**config.mk**
```make
export PLATFORM = sky130hd
export DESIGN_NAME = cot_sequencer
export DESIGN_NICKNAME = d
export VERILOG_FILES = /design/src/rtl/cot_sequencer.sv
export SDC_FILE = /design/constraint.sdc
export NUM_CORES = 1
export LEC_CHECK = 0
export BUFFER_PORTS_ARGS = -buffer_cell sky130_fd_sc_hd__buf_2
export CORE_MARGIN = 2
export CORE_UTILIZATION = 65
export DETAILED_ROUTE_END_ITERATION = 8
export GPL_TIMING_DRIVEN = 1
export HOLD_SLACK_MARGIN = 0.1
export PLACE_DENSITY_LB_ADDON = 0.12
export REMOVE_ABC_BUFFERS = 1
export SLEW_MARGIN = 20
export SYNTH_ARGS = -nofsm -noshare
export SYNTH_HDL_FRONTEND = slang
export SYNTH_SLANG_ARGS = --single-unit
```
**constraint.sdc**
```tcl
create_clock -name clk -period 9.3 [get_ports clk]
set_clock_uncertainty 0.2 [all_clocks]
set_input_delay 1.86 -clock clk [delete_from_list [all_inputs] [get_ports clk]]
set_output_delay 1.86 -clock clk [all_outputs]
set_load 0.02 [all_outputs]
```
**src/rtl/cot_sequencer.sv**
```systemverilog
module cot_sequencer #(
  parameter int W            = 8,
  parameter int K            = 64,
  parameter int MIN_OFF      = 50,
  parameter int BOOT_CYC     = 8,
  parameter int NEG_WAIT     = 312,
  parameter int NEG_ON       = 37,
  parameter int HI_VOUT_CODE = 165
) (
  input  logic         clk,
  input  logic         rst_n,
  input  logic         en,
  input  logic         fb_low,
  input  logic [W-1:0] vin_code,
  input  logic [W-1:0] vout_code,
  input  logic         valley_over,
  input  logic         neg_over,
  output logic         hs_en,
  output logic         ls_en
);
  localparam int PW   = W + $clog2(K) + 9;
  localparam int TNED = ((K << W) > NEG_WAIT) ? (K << W) : NEG_WAIT;
  localparam int TW   = $clog2(TNED + 1) + 1;
  localparam int OW   = $clog2(MIN_OFF + 1) + 1;
  localparam logic [TW-1:0] TMAX = '1;

  typedef enum logic [2:0] {S_IDLE, S_BOOT, S_LS, S_DHL, S_HS, S_DLH, S_NWAIT, S_PROBE} st_t;

  st_t           st;
  logic [TW-1:0] tmr;
  logic [OW-1:0] off_cnt;
  logic [PW-1:0] prod, den, quo;
  logic [TW-1:0] ton;
  logic          hi_v, off_done, go;

  assign hi_v = vout_code > W'(HI_VOUT_CODE);
  assign prod = PW'(K) * PW'(vout_code) * (hi_v ? PW'(85) : PW'(100));
  assign den  = ((vin_code == '0) ? PW'(1) : PW'(vin_code)) * PW'(100);
  assign quo  = prod / den;
  assign ton  = (quo == '0) ? TW'(1) : (quo > PW'(TMAX)) ? TMAX : quo[TW-1:0];

  assign off_done = off_cnt == OW'(MIN_OFF);
  assign go       = off_done && fb_low && !valley_over;

  assign hs_en = st == S_HS;
  assign ls_en = (st == S_BOOT) || (st == S_LS) || (st == S_PROBE);

  always_ff @(posedge clk or negedge rst_n) begin
    if (!rst_n) off_cnt <= '0;
    else if (st == S_IDLE || st == S_HS) off_cnt <= '0;
    else if (!off_done) off_cnt <= off_cnt + 1'b1;
  end

  always_ff @(posedge clk or negedge rst_n) begin
    if (!rst_n) begin
      st  <= S_IDLE;
      tmr <= '0;
    end else if (!en) begin
      st  <= S_IDLE;
      tmr <= '0;
    end else begin
      case (st)
        S_IDLE: begin
          st  <= S_BOOT;
          tmr <= TW'(BOOT_CYC - 1);
        end
        S_BOOT:
          if (tmr == '0) st <= S_LS;
          else tmr <= tmr - 1'b1;
        S_LS:
          if (neg_over) begin
            st  <= S_NWAIT;
            tmr <= TW'(NEG_WAIT - 1);
          end else if (go) st <= S_DHL;
        S_DHL: begin
          st  <= S_HS;
          tmr <= ton - 1'b1;
        end
        S_HS:
          if (tmr == '0) st <= S_DLH;
          else tmr <= tmr - 1'b1;
        S_DLH: st <= S_LS;
        S_NWAIT:
          if (tmr == '0) begin
            st  <= S_PROBE;
            tmr <= TW'(NEG_ON - 1);
          end else tmr <= tmr - 1'b1;
        S_PROBE:
          if (tmr != '0) tmr <= tmr - 1'b1;
          else if (neg_over) begin
            st  <= S_NWAIT;
            tmr <= TW'(NEG_WAIT - 1);
          end else st <= S_LS;
        default: st <= S_IDLE;
      endcase
    end
  end
endmodule

```
==> reports/results.ini, run 1 <==
[synthesis]
synth_cells=2077
ys_seq_elements=26
synth-main-ff-cell=dfrtp_1
async_flop_share=1.00
yosysSeqAreaShare=0.0428
synth_enable_flop_cells=0
post-synth-top-area-cell=ha_1
synthDistinctLibCells=108
synth.avg_cell_area_um2=7.32
yosys-top-cells-area=ha_1, nor2_1, xnor2_1
netlist_area_mm2=0.0152
yosys_warnings=0
yosys.area.top_type_share=0.217

[clock_network]
hold_buffers=0
cts_buffers=3
cts_buffer_depth=2
root_buffer=clkbuf_16
post-cts-setup-buffers=75
cts_resized=220
clock-sinks=26
htreeDepth=1

[placement]
numPlacedInstances=3149
gp_congestion=1.02
io_buffers=23
dp_hpwl_mm=57.1

[die]
die_h_um=157
rows=55
initial_core_util=0.668
die_w_um=157
ioPinCount=24

[outcome]
outcome=did not finish
lastStage=clock tree synthesis (4_1_cts)
error_line=[ERROR DPL-0038] Utilization greater than 100%, impossible to legalize

cell usage after synthesis, drive strengths merged (17+ instances only):
cell type	instances
o211ai	27
dfrtp	26
nor3	71
a21oi	146
clkbuf	44
a21o	79
mux2i	17
o21a	61
o21ai	152
fa	18
nand3	34
mux2	49
nand2b	33
a31oi	17
or2	25
nand2	193
nor2b	17
and2	22
or3	22
nand4	18
inv	93
nor4	17
and3	22
o31ai	33
nor2	197
xnor2	83
a211oi	21
xor2	62
ha	264
stage by stage:
stage	utilization	setup WS, ns	area (um^2)
after floorplan	-	-41.30	15000
after global placement	0.941	-35.83	21400
after detailed placement	0.941	-40.69	21400
cells by family after synthesis:
group                    count (synthesis)  share of synthesized area
adder cells (fa/ha/maj)                282                      0.241
XOR/XNOR                               145                     0.0835
AND/OR/NAND/NOR                        716                      0.232
flip-flops                              26                     0.0428
AO/OA/AOI/OAI                          691                      0.314
other                                    2                   0.000494
buffers and inverters                  149                     0.0383
multiplexers                            66                     0.0480
==> run 2, diff against run 1 <==
Settings changed: CORE_UTILIZATION 65 to 40, HOLD_SLACK_MARGIN 0.1 to unset, PLACE_DENSITY_LB_ADDON 0.12 to 0.15.
==> run 2 against run 1 <==
- the flow now finishes, with violations (negative setup slack)
- synthesized area unchanged
- synthesized cell count unchanged
==> reports/results.ini, run 2 <==
[layout]
largest_reg_flops=16
final_common_cell=buf_4
largestRegisters=tmr x16, off_cnt x7, st x3
layout_common_cells=buf_4, ha_1, nor2_1
fillers=3001
layout.nets=3415
ff_latch_area_um2=651
drive_gt1_frac=0.474
area_growth_syn_to_layout_pct=71.0
diodes=0
multi_input_area_mm2=0.0160
final_area_mm2=0.0260
largest-register=tmr

[synthesis]
yosysSeqAreaShare=0.0428  ; unchanged
post-synth-top-area-cell=ha_1
synth_enable_flop_cells=0  ; unchanged
netlist_top_cells_count=ha_1, nor2_1, nand2_1
ys_seq_elements=26  ; unchanged
yosys-top-cells-area=ha_1, nor2_1, xnor2_1
yosys.area.top_type_share=0.217  ; unchanged
synthMostInstantiatedCell=ha_1
async_flop_share=1.00  ; unchanged
netlist_area_mm2=0.0152  ; unchanged
yosys_warnings=0  ; unchanged
synth_cells=2077  ; unchanged
synth.avg_cell_area_um2=7.32  ; unchanged
synthDistinctLibCells=108  ; unchanged
synth-main-ff-cell=dfrtp_1

[worst_setup_path]
crit_fanout=8
required_ns=9.26
crit_type=in2reg
crit_path_end_kind=flip-flop
critPathLaunchType=input port
slowest_delay_ns=0.56
cp_data_arrival_time_ns=43.71
worst-path-buf-inv=35
critPathMostFrequentCell=buf_4
crit_slowest_cell=or4_4
critical_path.top_delay_family=compound AO/OA/AOI/OAI gates

[clock_network]
clock-sinks=26  ; unchanged
root_buffer=clkbuf_16
path_clk_slew_ns=0.07
tritoncts=done
htreeDepth=1  ; unchanged
clk_latency_ns=0.27
cts_buffer_depth=2  ; unchanged
cts_buffers=3  ; unchanged

[drt]
drt_iter0_drc=1251
route.detailed.drc=0
antenna_left=0
routed_wl_mm=65.9
firstDrtPassIters=5
vias=20256
viasPerCell=5.59
wl_per_cell_um=18.2

[sta]
final-max-slew-violation-count=0
tightest_slew_ns=0.890
fin_crit_sh=4.70
fin_ws_ns=-34.45
relSlewSlack=0.407
timing.fmax_ghz=0.0229
hold_viol=0
rsz0062_at_grt=yes
setup_viol=16
finalCriticalPeriod_ns=43.75

[placement]
dp_hpwl_mm=47.7  ; -17%
dpl_cell_area_mm2=0.0220  ; +2.5%
gp_congestion=0.936  ; -8.2%
io_buffers=23  ; unchanged

[grt]
grt_start_max_net_pins=30
track_usage=0.319
grt_pass1_wl_mm=102
grt_pass1_vias=20035
overflow=0
antenna_found_initial=1

[outcome]
outcome=complete, but fails checks
failed_checks=negative setup slack

[die]
die_h_um=199  ; +27%
die_w_um=199  ; +27%
rows=71  ; +29%
core_mm2=0.0376
die-area_mm2=0.0396
initial_core_util=0.405  ; -0.263
ioPinCount=24  ; unchanged

[min_path]
min_path_type=reg2reg

[run]
max-cap-violations=0

## run 2: cell counts after synthesis
Identical to the previous run, type by type.
## run 2: through the flow
stage          setup WS (ns)  cells   util  setup TNS, ns  hold WS (ns)
5_1_grt               -36.20   3621  0.692        -572.20         0.381
4_1_cts               -33.34   3559  0.662        -525.57         0.360
6_report              -34.45   3621  0.692        -544.64         0.356
2_1_floorplan         -41.30   2022      -        -651.01         0.305
3_3_place_gp          -37.09   3382  0.585        -584.17         0.327
3_5_place_dp          -38.24   3382  0.585        -602.12         0.342
## run 2: logic make-up (layout without fill, tap and decap cells)
kind of cell | Yosys count | after routing | share of synthesized area
flops | 26 | 26 | 0.0428
fa+ha+maj | 282 | 282 | 0.241
other cells | 2 | 3 | 0.000494
mux | 66 | 66 | 0.0480
xor+xnor | 145 | 145 | 0.0835
compound gates | 691 | 691 | 0.314
buf+inv | 149 | 1181 | 0.0383
simple gates | 716 | 716 | 0.232
## run 2: layout make-up
class,count,area share
sequential,26,0.0250
timing repair buffer,1084,0.318
multi-input combinational,1903,0.615
tap,511,0.0246
inverter,93,0.0135
clock inverter,1,0.00116
clock buffer,3,0.00289
## run 2: tightest hold or removal path: cells and delay by family (launching register included)
family                    cells  cell delay, ns
DFF                           1            0.36
and+or+nand+nor               1            0.08
xor gates and xnor gates      1            0.07
## run 2: path summary, 6_finish.rpt
| check | startpoint | endpoint | slack [ns] | cells after the start |
|---|---|---|---|---|
| max | vout_code[1] | tmr[14]$_DFFE_PN0P_ | -34.45 | 234 |
| min | off_cnt[5]$_DFFE_PN0P_ | off_cnt[5]$_DFFE_PN0P_ | 0.36 | 2 |
| min in group asynchronous | rst_n | st[1]$_DFFE_PN0P_ | 1.40 | 1 |
| max in group asynchronous | rst_n | tmr[15]$_DFFE_PN0P_ | 7.09 | 1 |
| max reg2reg | tmr[7]$_DFFE_PN0P_ | tmr[5]$_DFFE_PN0P_ | 5.22 | 12 |
| min reg2reg | off_cnt[5]$_DFFE_PN0P_ | off_cnt[5]$_DFFE_PN0P_ | 0.36 | 2 |
## run 2: what timing repair did
action | CTS | global route
pin swaps | 218 | 170
endpoints found under the setup margin | 16 | 16
gates cloned | 1 | 1
endpoints found under the hold margin | 0 | 0
resized for setup | 324 | 129
hold buffers | 0 | 0
buffers inserted | 177 | 62
## run 2: routing by layer
layer | global-route usage | part of all wire | vias up
met5 | 0 | 0.00042 | -
met4 | 0.133 | 0.048 | 4
met3 | 0.0203 | 0.050 | 194
met2 | 0.553 | 0.47 | 628
met1 | 0.410 | 0.43 | 9566
li1 | - | - | 9864
Power of run 2 is not shown: default switching activity piles up to over one toggle a cycle in this logic, so the estimate is an artifact.
==> run 3, diff against run 2 <==
Settings changed: RECOVER_POWER set to 50.
==> run 3 against run 2 <==
- the flow finishes with violations (max-capacitance violations, negative setup slack)
- die area stayed put
- wire length barely moved
- sequential share of layout area hardly changed
- worst hold slack got worse by 0.00060 ns
- first-iteration DRC count did not move
- non-clock buffer count unchanged
- setup slack lost 0.00050 ns
- fmax barely moved
- register-to-register slack barely moved
- critical path type unchanged
==> reports/results.ini, run 3 (synthesis gave the netlist of run 2 again) <==
[outcome]
outcome=complete, but fails checks
failed_checks=max-capacitance violations, negative setup slack

[clock_network]
root_buffer=clkbuf_16
cts_buffer_depth=2  ; unchanged
cts_buffers=3  ; unchanged
htreeDepth=1  ; unchanged
clock-sinks=26  ; unchanged
path_clk_slew_ns=0.07  ; about the same
tritoncts=done
clk_latency_ns=0.27  ; about the same

[drt]
wl_per_cell_um=18.2  ; about the same
firstDrtPassIters=6  ; +1
routed_wl_mm=65.9  ; about the same
antenna_left=0  ; unchanged
viasPerCell=5.59  ; about the same
vias=20254  ; -0.0099%
drt_iter0_drc=1251  ; unchanged
route.detailed.drc=0  ; unchanged

[die]
initial_core_util=0.405  ; unchanged
die_w_um=199  ; unchanged
die-area_mm2=0.0396  ; unchanged
ioPinCount=24  ; unchanged
die_h_um=199  ; unchanged
rows=71  ; unchanged
core_mm2=0.0376  ; unchanged

[grt]
grt_pass1_wl_mm=102  ; unchanged
overflow=0  ; unchanged
grt_start_max_net_pins=30  ; unchanged
grt_pass1_vias=20035  ; unchanged
antenna_found_initial=1  ; unchanged
track_usage=0.319  ; unchanged

[sta]
tightest_slew_ns=1.50  ; +0.609 ns
timing.fmax_ghz=0.0229  ; about the same
fin_ws_ns=-34.45  ; -0.000500 ns
setup_viol=16  ; unchanged
finalCriticalPeriod_ns=43.75  ; +0.000500 ns
final-max-slew-violation-count=0  ; unchanged
hold_viol=0  ; unchanged
relSlewSlack=0.00115  ; -0.406
setup_tns_ns=-544.62  ; +0.0140 ns
fin_crit_sh=4.70  ; about the same
rsz0062_at_grt=yes

[layout]
final_common_cell=buf_4
layout_common_cells=buf_4, ha_1, nor2_1
largest-register=tmr
area_growth_syn_to_layout_pct=71.0  ; about the same
ff_latch_area_um2=651  ; unchanged
layout.nets=3415  ; unchanged
fin_util=0.692  ; about the same
largestRegisters=tmr x16, off_cnt x7, st x3
fillers=3001  ; unchanged
multi_input_area_mm2=0.0160  ; unchanged
largest_reg_flops=16  ; unchanged
drive_gt1_frac=0.474  ; about the same

[placement]
dp_slack_ns=-38.24  ; unchanged
io_buffers=23  ; unchanged
dp_hpwl_mm=47.7  ; unchanged
gp_congestion=0.936  ; unchanged

[worst_setup_path]
cp_data_arrival_time_ns=43.71  ; about the same
slowest_delay_ns=0.56  ; about the same
required_ns=9.26  ; about the same
crit_slowest_cell=or4_4
crit_path_end_kind=flip-flop
critPathMostFrequentCell=buf_4
critPathLaunchType=input port
crit_type=in2reg
crit_fanout=8  ; unchanged

[min_path]
min_path_type=reg2reg

[run]
max-cap-violations=1  ; +1

==> run 3: metal layers <==
metal | global-route usage | routed length [um]
met5 | 0 | 28
met4 | 0.133 | 3120
met1 | 0.410 | 28600
met2 | 0.553 | 30800
met3 | 0.0203 | 3370
==> run 3: final cells by class <==
class                           instances  share of cell area
Tap cell                              511              0.0246
Clock inverter                          1             0.00115
Antenna cell                            1           0.0000962
Clock buffer                            3             0.00289
Sequential cell                        26              0.0250
Timing Repair Buffer                 1084               0.318
Inverter                               93              0.0135
Multi-Input combinational cell       1903               0.615
==> run 3: metrics by stage <==
step	instances	hold slack [ns]	cell area, um^2
2_1_floorplan	2022	0.305	15000
3_3_place_gp	3382	0.327	22000
3_5_place_dp	3382	0.342	22000
4_1_cts	3559	0.360	24900
5_1_grt	3621	0.381	26000
6_report	3622	0.355	26000
==> run 3: worst paths after layout <==
| path | startpoint | end | slack (ns) | cells after the start |
|---|---|---|---|---|
| worst max-delay path | vout_code[1] | tmr[14]$_DFFE_PN0P_ | -34.45 | 234 |
| worst min-delay path | off_cnt[5]$_DFFE_PN0P_ | off_cnt[5]$_DFFE_PN0P_ | 0.35 | 2 |
| worst max register to register | tmr[7]$_DFFE_PN0P_ | tmr[5]$_DFFE_PN0P_ | 5.23 | 12 |
| worst min register to register | off_cnt[5]$_DFFE_PN0P_ | off_cnt[5]$_DFFE_PN0P_ | 0.35 | 2 |
| max in group asynchronous | rst_n | tmr[15]$_DFFE_PN0P_ | 6.29 | 1 |
| min in group asynchronous | rst_n | st[1]$_DFFE_PN0P_ | 1.74 | 1 |
==> run 3: critical path, delay by kind of cell <==
kind | cells | cell delay [ns]
XOR/XNOR | 1 | 0.16
multiplexers | 3 | 0.88
buffers and inverters | 35 | 4.21
AO/OA/AOI/OAI | 108 | 19.74
AND/OR/NAND/NOR | 62 | 9.38
adder cells (fa/ha/maj) | 25 | 7.38
==> run 3: repair_timing <==
item | in CTS | in global routing
buffers inserted | 177 | 62
resized for setup | 324 | 129
hold buffers | 0 | 0
endpoints found under the setup margin | 16 | 16
cloned | 1 | 1
pin swaps | 218 | 170
Power of run 3 is left out for the same reason.
